[config.mk]
export PLATFORM = sky130hd
export DESIGN_NAME = dec_irq_gen
export DESIGN_NICKNAME = d
export VERILOG_FILES = /design/src/rtl/dec_pkg.sv /design/src/rtl/dec_tick_cond.sv /design/src/rtl/dec_counter.sv /design/src/rtl/dec_pend_flag.sv /design/src/rtl/dec_irq_gen.sv
export SDC_FILE = /design/constraint.sdc
export NUM_CORES = 1
export LEC_CHECK = 0
export BUFFER_PORTS_ARGS = -buffer_cell sky130_fd_sc_hd__clkbuf_2
export CORE_MARGIN = 5
export CORE_UTILIZATION = 40
export DETAILED_ROUTE_END_ITERATION = 10
export PLACE_DENSITY_LB_ADDON = 0.3
export SLEW_MARGIN = 20
export SYNTH_ARGS = -nofsm -noshare
export SYNTH_HDL_FRONTEND = slang
export SYNTH_HIERARCHICAL = 1
export SYNTH_SLANG_ARGS = --single-unit
[constraint.sdc]
create_clock -name clk_i -period 3.2 [get_ports clk_i]
set_clock_uncertainty 0.2 [all_clocks]
set_input_delay 0.32 -clock clk_i [delete_from_list [all_inputs] [get_ports clk_i]]
set_output_delay 0.32 -clock clk_i [all_outputs]
set_load 0.01 [all_outputs]
[src/rtl/dec_pkg.sv]
package dec_pkg;
   // Priority of the next-count source in one cycle
   typedef enum logic [1:0] {
      SRC_HOLD  = 2'd0,
      SRC_TICK  = 2'd1,
      SRC_WRITE = 2'd2
   } cnt_src_e;
endpackage

[src/rtl/dec_tick_cond.sv]
module dec_tick_cond #(
   parameter int unsigned TICK_EDGE = 0
) (
   input  logic clk_i,
   input  logic rst_ni,
   input  logic tick_raw_i,
   output logic tick_o
);
   generate
      if (TICK_EDGE > 1) begin : g_bad
         $error("dec_tick_cond: TICK_EDGE must be 0 or 1");
      end
      if (TICK_EDGE == 1) begin : g_edge
         logic prev_q;
         always_ff @(posedge clk_i or negedge rst_ni) begin
            if (!rst_ni) prev_q <= 1'b0;
            else         prev_q <= tick_raw_i;
         end
         assign tick_o = tick_raw_i & ~prev_q;
      end else begin : g_pulse
         assign tick_o = tick_raw_i;
      end
   endgenerate
endmodule

[src/rtl/dec_counter.sv]
module dec_counter
   import dec_pkg::*;
#(
   parameter int unsigned CNT_W       = 32,
   parameter logic [CNT_W-1:0] RESET_COUNT = '0
) (
   input  logic             clk_i,
   input  logic             rst_ni,
   input  logic             tick_i,
   input  logic             wr_i,
   input  logic [CNT_W-1:0] wdata_i,
   output logic [CNT_W-1:0] count_o,
   output logic             sign_rise_o
);
   localparam int unsigned      MSB = CNT_W - 1;
   localparam logic [CNT_W-1:0] ONE = {{(CNT_W-1){1'b0}}, 1'b1};

   generate
      if (CNT_W < 2) begin : g_bad_w
         $error("dec_counter: CNT_W must be at least 2");
      end
   endgenerate

   cnt_src_e         src;
   logic [CNT_W-1:0] count_q;
   logic [CNT_W-1:0] count_d;

   always_comb begin
      if (wr_i)        src = SRC_WRITE;
      else if (tick_i) src = SRC_TICK;
      else             src = SRC_HOLD;
   end

   always_comb begin
      unique case (src)
         SRC_WRITE: count_d = wdata_i;
         SRC_TICK:  count_d = count_q - ONE;
         default:   count_d = count_q;
      endcase
   end

   always_ff @(posedge clk_i or negedge rst_ni) begin
      if (!rst_ni) count_q <= RESET_COUNT;
      else         count_q <= count_d;
   end

   assign sign_rise_o = ~count_q[MSB] & count_d[MSB];
   assign count_o     = count_q;

   // a write is loaded, whatever the tick does
   a_r4_write_loads: assert property (@(posedge clk_i) disable iff (!rst_ni)
      wr_i |=> count_q == $past(wdata_i));
   // a lone tick lowers the count by one
   a_r2_tick_dec: assert property (@(posedge clk_i) disable iff (!rst_ni)
      (tick_i && !wr_i) |=> count_q == $past(count_q) - ONE);
   // no tick, no write, no change
   a_r2_idle_hold: assert property (@(posedge clk_i) disable iff (!rst_ni)
      (!tick_i && !wr_i) |=> $stable(count_q));
   // wrap from zero to all ones
   a_r3_wrap: assert property (@(posedge clk_i) disable iff (!rst_ni)
      (tick_i && !wr_i && count_q == '0) |=> &count_q);
endmodule

[src/rtl/dec_pend_flag.sv]
module dec_pend_flag #(
   parameter int unsigned CNT_W = 32
) (
   input  logic clk_i,
   input  logic rst_ni,
   input  logic sign_rise_i,
   input  logic ack_i,
   input  logic wr_i,
   input  logic wr_sign_i,
   output logic pend_o
);
   logic pend_q;
   logic clr;

   assign clr = ack_i | (wr_i & ~wr_sign_i);

   always_ff @(posedge clk_i or negedge rst_ni) begin
      if (!rst_ni)          pend_q <= 1'b0;
      else if (sign_rise_i) pend_q <= 1'b1;
      else if (clr)         pend_q <= 1'b0;
   end

   assign pend_o = pend_q;

   // a 0-to-1 change of the sign bit sets the flag
   a_r5_rise_sets: assert property (@(posedge clk_i) disable iff (!rst_ni)
      sign_rise_i |=> pend_q);
   // acknowledge without a new event clears
   a_r8_ack_clears: assert property (@(posedge clk_i) disable iff (!rst_ni)
      (ack_i && !sign_rise_i) |=> !pend_q);
   // a write with a clear sign bit clears
   a_r7_pos_write_clears: assert property (@(posedge clk_i) disable iff (!rst_ni)
      (wr_i && !wr_sign_i) |=> !pend_q);
   // without event or clear the flag holds
   a_r9_flag_holds: assert property (@(posedge clk_i) disable iff (!rst_ni)
      (!sign_rise_i && !ack_i && !(wr_i && !wr_sign_i)) |=> $stable(pend_q));
endmodule

[src/rtl/dec_irq_gen.sv]
module dec_irq_gen #(
   parameter int unsigned      CNT_W       = 32,
   parameter logic [CNT_W-1:0] RESET_COUNT = '0,
   parameter int unsigned      TICK_EDGE   = 0,
   parameter int unsigned      IRQ_REG     = 0
) (
   input  logic             clk_i,
   input  logic             rst_ni,
   input  logic             tb_tick_i,
   input  logic             sw_wr_i,
   input  logic [CNT_W-1:0] sw_wdata_i,
   output logic [CNT_W-1:0] cnt_rd_o,
   input  logic             ext_en_i,
   input  logic             irq_ack_i,
   output logic             irq_req_o
);
   localparam int unsigned MSB = CNT_W - 1;

   logic tick;
   logic sign_rise;
   logic pend;

   dec_tick_cond #(.TICK_EDGE(TICK_EDGE)) u_tick (
      .clk_i      (clk_i),
      .rst_ni     (rst_ni),
      .tick_raw_i (tb_tick_i),
      .tick_o     (tick)
   );

   dec_counter #(.CNT_W(CNT_W), .RESET_COUNT(RESET_COUNT)) u_cnt (
      .clk_i       (clk_i),
      .rst_ni      (rst_ni),
      .tick_i      (tick),
      .wr_i        (sw_wr_i),
      .wdata_i     (sw_wdata_i),
      .count_o     (cnt_rd_o),
      .sign_rise_o (sign_rise)
   );

   dec_pend_flag #(.CNT_W(CNT_W)) u_pend (
      .clk_i       (clk_i),
      .rst_ni      (rst_ni),
      .sign_rise_i (sign_rise),
      .ack_i       (irq_ack_i),
      .wr_i        (sw_wr_i),
      .wr_sign_i   (sw_wdata_i[MSB]),
      .pend_o      (pend)
   );

   generate
      if (IRQ_REG > 1) begin : g_bad
         $error("dec_irq_gen: IRQ_REG must be 0 or 1");
      end
      if (IRQ_REG == 1) begin : g_reg
         logic req_q;
         always_ff @(posedge clk_i or negedge rst_ni) begin
            if (!rst_ni) req_q <= 1'b0;
            else         req_q <= pend & ext_en_i;
         end
         assign irq_req_o = req_q;
      end else begin : g_comb
         assign irq_req_o = pend & ext_en_i;
         // no request leaves while masked
         a_r9_masked_quiet: assert property (@(posedge clk_i) disable iff (!rst_ni)
            irq_req_o |-> ext_en_i);
      end
   endgenerate
endmodule

==> results by group, run 1 <==
Worst hold path
  • Hold WC Path Type: in2reg
  • Hold Path Origin: sw_wdata_i[0]
  • WHS Endpoint: u_cnt/count_o[0]
  • Hold depth: 3

Setup path
  • CP arrival: roughly 2.5 ns
  • Worst R2R Path Depth: 5
  • CP delay by family, top: simple AND/OR/NAND/NOR gates
  • Max incr delay on CP: approximately 0.57 ns
  • CP startpoint kind: flip-flop
  • CP Cell Sequence: nor4_4, nand3_2, or4_1, a21oi_1, a31o_1
  • Data required time of the critical path: about 3.2 ns
  • Setup crit end kind: flip-flop
  • Crit Reg-Reg Endpoint: u_pend/pend_o
  • WP buf/inv: 0
  • Critical Path Slowest Stage Cell: or4_1
  • R2r startpoint: u_cnt/count_o[4]
  • Critical path class: reg2reg
  • Max FO, Critical Path: 15
  • Flop2flop setup slack: 0.72 ns

Global routing
  • Largest net degree at the start of global routing: 34
  • Vias in the first global route: around 2.0k
  • Aggregate global-route resource usage: 0.182
  • Total grt overflow: 0
  • Initial antenna violation count: 0
  • Global-route wire length before repair: 9.48 mm

STA
  • Max-slew headroom: 0.448
  • Fin Setup TNS: 0 ns
  • Setup Viol. Count Final: 0
  • Fin crit share: 0.776
  • Slew Limit Fails: 0
  • Hold Fails Final Rpt: 0
  • RSZ-0062 raised after global routing: false
  • Min cycle time layout: around 2.5 ns
  • Setup ws final: approximately 0.7 ns
  • Max Freq: 403 MHz
  • Tightest Pin Transition: about 0.83 ns

Drt
  • Drt initial violations: 126
  • Antenna viol nets, final: 0
  • DRT Pass-1 Iters: 4
  • # DRC: 0
  • Via density: approximately 5.6
  • Vias: ~2.1k
  • Post-Route WL: 5.60 mm
  • Routed len/inst: around 15 um

CTS
  • CTS root buf: clkbuf_8
  • Sink Count: 33
  • Skew-Pair Late Insertion Delay: around 0.29 ns
  • Setup bufs post-CTS: 0
  • Hold Buf Count CTS: 1
  • CTS tree: yes
  • CTS H-tree lvls: 2
  • CTS buffer count: 5
  • Post_cts resized: 0
  • Max Buffers Root-to-Sink: 2
  • Clock slew at reported path FFs: around 0.070 ns

Pwr
  • Comb pwr share: 0.211
  • Switching component of the power: 0.349 mW
  • Int Pwr: approximately 0.76 mW
  • Lkg Pwr: 1.03 nW
  • Switching share of power: 0.315
  • Pwr dens: approximately 430 mW/mm2
  • VDD IR max: roughly 0.00018 V
  • Clock power frac: 0.315
  • Sequential power share: 0.474

Synthesis
  • Yosys warning count: 6
  • EDFF count, synth: 0
  • Seq cells post-synth: 33
  • Synth Cell Area: 0.00206 mm2
  • Syn Inst Count: 236
  • Prevailing post-synth register cell: dfrtp_1
  • Post-synthesis cell type count: between 40 and 50
  • Syn avg cell area: 8.72 um2
  • Post-Syn Nets: approximately 280
  • Fraction of registers with async set/reset: 1.00
  • Part of the Yosys area used for sequential elements: 0.401

Job
  • Max-Cap Viols: 0

Layout
  • FILL cells: just over 500
  • Register Area: 826 um2
  • Area grow syn2layout: 25.3%
  • Nets: around 350
  • ANT cells: 0
  • Multi-input gate area: around 0.0012 mm2
  • Layout cells sized above 1: 0.283
  • Fin area: about 0.0026 mm2

Placed design
  • RD Place Congestion: 0.843
  • Final HPWL from detailed placement: 4.16 mm
  • Placement Setup Slack: about 0.75 ns
  • IO buf count: 70
  • Dpl cell area: about 0.0025 mm2

Floorplan
  • # IOs: around 70
  • Starting Density: 0.408
  • Cell Rows: 26
  • Die W: between 80 and 90 um
  • Core ar.: just over 0.005 mm2
  • Die area: around 0.0067 mm2
  • Die height: between 80 and 90 um

Outcome
  • Status: finished clean
[cell families (layout without fill, tap and decap cells)]
group / count (synthesis) / count (layout) / share of synthesized area
and+or+nand+nor: 121 / 121 / 0.341
AOI/OAI and AO/OA: 54 / 54 / 0.168
DFF: 33 / 33 / 0.401
buffers and inverters: 14 / 85 / 0.0280
xor gates and xnor gates: 13 / 13 / 0.0553
adders and majority gates: 1 / 1 / 0.00608
[registers in the layout (all words and copies together), names as in the netlist]
name and count:
u_pend/pend_o 1, u_cnt/count_o 32
[layout by cell type, fill, tap and decap left out, types with 2 or more instances in the layout]
cell type	count
nand3_2	2
nand4_1	7
xor2_1	4
a31oi_1	13
a21oi_1	2
o31a_1	2
nor2b_1	3
xnor2_1	9
nor4_1	6
or4_1	16
or3_1	8
buf_4	2
inv_1	3
nor3_1	9
nand2_1	21
nand3_1	7
dfrtp_1	33
o31ai_1	12
and2_1	2
nor2_1	23
o21ai_0	18
clkbuf_8	7
nand2b_1	4
clkbuf_2	70
nor4b_1	2
[routing by layer]
metal	vias to the layer above	part of all wire	global-route usage
li1	1040	-	-
met1	974	0.45	0.235
met2	70	0.45	0.296
met3	9	0.081	0.0537
met4	0	0.013	0.0465
met5	-	0	0
[how the worst max path moves through the flow]
stage / slack (ns) / cells after the start / from / to
2_1_floorplan: 0.85 / 5 / u_cnt/count_o[25] / u_pend/pend_o
3_3_place_gp: 0.80 / 5 / u_cnt/count_o[4] / u_pend/pend_o
3_5_place_dp: 0.75 / 5 / u_cnt/count_o[4] / u_pend/pend_o
4_1_cts: 0.72 / 5 / u_cnt/count_o[4] / u_pend/pend_o
5_1_grt: 0.55 / 5 / u_cnt/count_o[4] / u_pend/pend_o
6_report: 0.72 / 5 / u_cnt/count_o[4] / u_pend/pend_o
[cell type report]
class | instances | area share
Clock buffer | 7 | 0.0373
Clock inverter | 1 | 0.00194
Inverter | 4 | 0.00582
Multi-Input combinational cell | 189 | 0.455
Sequential cell | 33 | 0.320
Tap cell | 70 | 0.0339
Timing Repair Buffer | 73 | 0.145
[stage by stage]
| step | cells | util | hold slack [ns] | power (mW) |
|---|---|---|---|---|
| 6_report | 377 | 0.512 | 0.0403 | 1.11 |
| 5_1_grt | 377 | 0.512 | 0.0480 | 1.18 |
| 4_1_cts | 377 | 0.512 | 0.0321 | 1.12 |
| 3_5_place_dp | 368 | 0.490 | 0.268 | 0.767 |
| 3_3_place_gp | 368 | 0.490 | 0.265 | 0.761 |
| 2_1_floorplan | 236 | - | -0.176 | 0.655 |
[synth_stat cells (2+ instances only)]
cell type,number,area share
nor2_1,23,0.042
o31ai_1,12,0.044
xor2_1,4,0.017
nand3_1,7,0.017
a21oi_1,2,0.0049
nand2_1,21,0.038
clkbuf_1,8,0.015
nand3_2,2,0.0097
a31oi_1,13,0.040
o31a_1,2,0.0085
and2_1,2,0.0061
nor3_1,9,0.022
or4_1,16,0.058
nand4_1,7,0.021
xnor2_1,9,0.038
dfrtp_1,33,0.40
o21ai_0,18,0.044
nor4b_1,2,0.0085
or3_1,8,0.024
nor2b_1,3,0.0091
nor4_1,6,0.018
nand2b_1,4,0.012
inv_1,3,0.0055
[worst register-to-register path: stages (launching register included)]
cell     delay [ns]
dfrtp_1        0.46
nor4_4         0.55
nand3_2        0.38
or4_1          0.57
a21oi_1        0.16
a31o_1         0.10
[power by group through the flow]
stage               clock (mW)  sequential, mW  combinational (mW)
floorplan                    0           0.538               0.117
global route             0.382           0.534               0.263
CTS                      0.360           0.524               0.237
detailed placement           0           0.532               0.234
global placement             0           0.528               0.233
finish                   0.348           0.525               0.234
No activity file was read; power rests on OpenSTA's default activity.
==> run 2: changes to the inputs <==
==> constraint.sdc (replaced) <==
create_clock -name clk_i -period 2.51 [get_ports clk_i]
set_clock_uncertainty 0.2 [all_clocks]
set_input_delay 0.251 -clock clk_i [delete_from_list [all_inputs] [get_ports clk_i]]
set_output_delay 0.251 -clock clk_i [all_outputs]
set_load 0.01 [all_outputs]
==> run 2 against run 1 <==
  * Sequential power grew 25%
  * Combinational power grew 50%
  * Design area grew 9.9%
  * Hold slack lost 0.037 ns
  * First-iteration DRC count shrank 27%
  * Core utilization grew 5.1 points
  * Sequential share of layout area shrank 2.9 points
  * Flip-flop and latch count is the same
  * Non-clock buffer count grew 30
  * Die area is the same
  * Clock power grew 19%
  * Highest routed layer unchanged
==> results by group, run 2 (same netlist as run 1, synthesis figures left out) <==
CTS
  • Max Buffers Root-to-Sink: 2 (unchanged)
  • CTS root buf: clkbuf_8 (unchanged)
  • CTS tree: yes (unchanged)
  • CTS H-tree lvls: 2 (unchanged)
  • Setup bufs post-CTS: 0 (unchanged)
  • CTS buffer count: 5 (unchanged)
  • Skew-Pair Late Insertion Delay: 0.28 ns (was 0.29 ns)
  • Clock slew at reported path FFs: 0.07 ns (about the same)
  • Sink Count: 33 (unchanged)

Setup path
  • CP delay by family, top: simple AND/OR/NAND/NOR gates (unchanged)
  • Worst R2R Path Depth: 5 (unchanged)
  • Flop2flop setup slack: 0.11 ns (was 0.72 ns)
  • CP Cell Sequence: or4_4, or3_4, or4_1, a21oi_1, a31o_1 (was nor4_4, nand3_2, or4_1, a21oi_1, a31o_1)
  • CP startpoint kind: flip-flop (unchanged)
  • R2r startpoint: u_cnt/count_o[25] (was u_cnt/count_o[4])
  • CP arrival: 2.42 ns (was 2.51 ns)
  • Crit Reg-Reg Endpoint: u_pend/pend_o (unchanged)
  • Max FO, Critical Path: 5 (was 15)
  • WP buf/inv: 0 (unchanged)
  • Max incr delay on CP: 0.57 ns (about the same)
  • Data required time of the critical path: 2.53 ns (was 3.23 ns)
  • Critical Path Slowest Stage Cell: or4_4 (was or4_1)
  • Critical path class: reg2reg (unchanged)
  • Setup crit end kind: flip-flop (unchanged)

Pwr
  • Pwr dens: 500 mW/mm2 (was 429 mW/mm2)
  • Lkg Pwr: 1.15 nW (was 1.03 nW)
  • VDD IR max: 0.000364 V (was 0.000180 V)

Drt
  • Routed len/inst: 14.1 um (was 14.8 um)
  • DRT Pass-1 Iters: 4 (unchanged)
  • Drt initial violations: 92 (was 126)
  • Vias: 2,186 (was 2,093)
  • Via density: 5.38 (was 5.55)
  • Antenna viol nets, final: 0 (unchanged)
  • Post-Route WL: 5.73 mm (was 5.60 mm)
  • # DRC: 0 (unchanged)

Job
  • Max-Cap Viols: 0 (unchanged)

Floorplan
  • Cell Rows: 26 (unchanged)
  • Die area: 0.00668 mm2 (unchanged)
  • Die height: 81.7 um (unchanged)
  • # IOs: 71 (unchanged)
  • Core ar.: 0.00504 mm2 (unchanged)
  • Starting Density: 0.408 (unchanged)
  • Die W: 81.7 um (unchanged)

STA
  • Min cycle time layout: 2.40 ns (was 2.48 ns)
  • Max Freq: 417 MHz (was 403 MHz)
  • Setup Viol. Count Final: 0 (unchanged)
  • Slew Limit Fails: 0 (unchanged)
  • Max-slew headroom: 0.436 (was 0.448)
  • Fin Setup TNS: 0 ns (unchanged)
  • RSZ-0062 raised after global routing: false (unchanged)
  • Hold Fails Final Rpt: 0 (unchanged)
  • Fin crit share: 0.955 (was 0.776)
  • Tightest Pin Transition: 0.847 ns (was 0.828 ns)

Global routing
  • Largest net degree at the start of global routing: 34 (unchanged)
  • Vias in the first global route: 2,123 (was 2,028)
  • Global-route wire length before repair: 9.46 mm (was 9.48 mm)
  • Total grt overflow: 0 (unchanged)
  • Initial antenna violation count: 0 (unchanged)
  • Aggregate global-route resource usage: 0.181 (was 0.182)

Layout
  • Most frequent cells in the layout: clkbuf_2, dfrtp_1, nor2_1 (unchanged)
  • Area grow syn2layout: 37.8% (was 25.3%)
  • Number of flip-flops in the largest register: 32 (unchanged)
  • Post-layout util: 0.562 (was 0.512)
  • ANT cells: 0 (unchanged)
  • Nets: 375 (was 345)
  • Commonest non-fill, non-tap cell in the layout: clkbuf_2 (unchanged)
  • Layout cells sized above 1: 0.289 (was 0.283)

Worst hold path
  • Hold WC Path Type: in2reg (unchanged)
  • Hold Path Origin: sw_wdata_i[19] (was sw_wdata_i[0])
  • WHS Endpoint: u_cnt/count_o[19] (was u_cnt/count_o[0])
  • Hold depth: 3 (unchanged)

Outcome
  • Status: finished clean (unchanged)

Placed design
  • IO buf count: 70 (unchanged)
  • RD Place Congestion: 0.796 (was 0.843)
  • Final HPWL from detailed placement: 4.16 mm (about the same)
-- run 2: area by class of cell --
class	count	area, um2
inverter	4	15.0
clock buffer	7	86.3
sequential	33	826
fill	476	2210
multi-input combinational	189	1170
tap	70	87.6
timing repair buffer	103	646
-- run 2: worst max-delay path by stage --
stage / startpoint / endpoint / slack (ns) / cells past startpoint
finish: u_cnt/count_o[25] / u_pend/pend_o / 0.11 / 5
global placement: u_cnt/count_o[25] / u_pend/pend_o / 0.14 / 5
floorplan: u_cnt/count_o[25] / u_pend/pend_o / 0.16 / 5
global route: u_cnt/count_o[25] / u_pend/pend_o / 0.05 / 5
detailed placement: u_cnt/count_o[25] / u_pend/pend_o / 0.13 / 5
CTS: u_cnt/count_o[25] / u_pend/pend_o / 0.11 / 5
-- run 2: per-layer routing --
layer / track usage / vias up / part of all wire
met4: 0.0382 / 0 / 0.0054
li1: - / 1103 / -
met3: 0.0406 / 4 / 0.073
met5: 0 / - / 0
met2: 0.317 / 69 / 0.47
met1: 0.226 / 1010 / 0.45
-- run 2: tightest hold or removal path, stage by stage --
cell and delay, ns:
clkbuf_2 0.08, nor2_1 0.08, a31oi_1 0.04
-- run 2: timing repair --
item,4_1_cts,5_1_grt
endpoints found under the hold margin,51,0
hold buffers,19,0
gates resized for setup,0,0
-- run 2: report_power, final --
group	internal (mW)	switching, mW	total, mW
Combinational	0.169	0.181	0.350
Sequential	0.585	0.0719	0.656
Clock	0.218	0.195	0.413
Total	0.971	0.448	1.42
-- run 2: per-stage QoR --
| stage | cell area (um2) | std cells | total power [mW] | setup WS (ns) | hold slack, ns |
|---|---|---|---|---|---|
| detailed placement | 2560 | 380 | 0.994 | 0.135 | 0.202 |
| global route | 2840 | 406 | 1.50 | 0.0503 | 0.0186 |
| global placement | 2560 | 380 | 0.989 | 0.141 | 0.195 |
| floorplan | 2060 | 236 | 0.835 | 0.156 | -0.245 |
| CTS | 2840 | 406 | 1.43 | 0.113 | 0.00179 |
| finish | 2840 | 406 | 1.42 | 0.113 | 0.00367 |
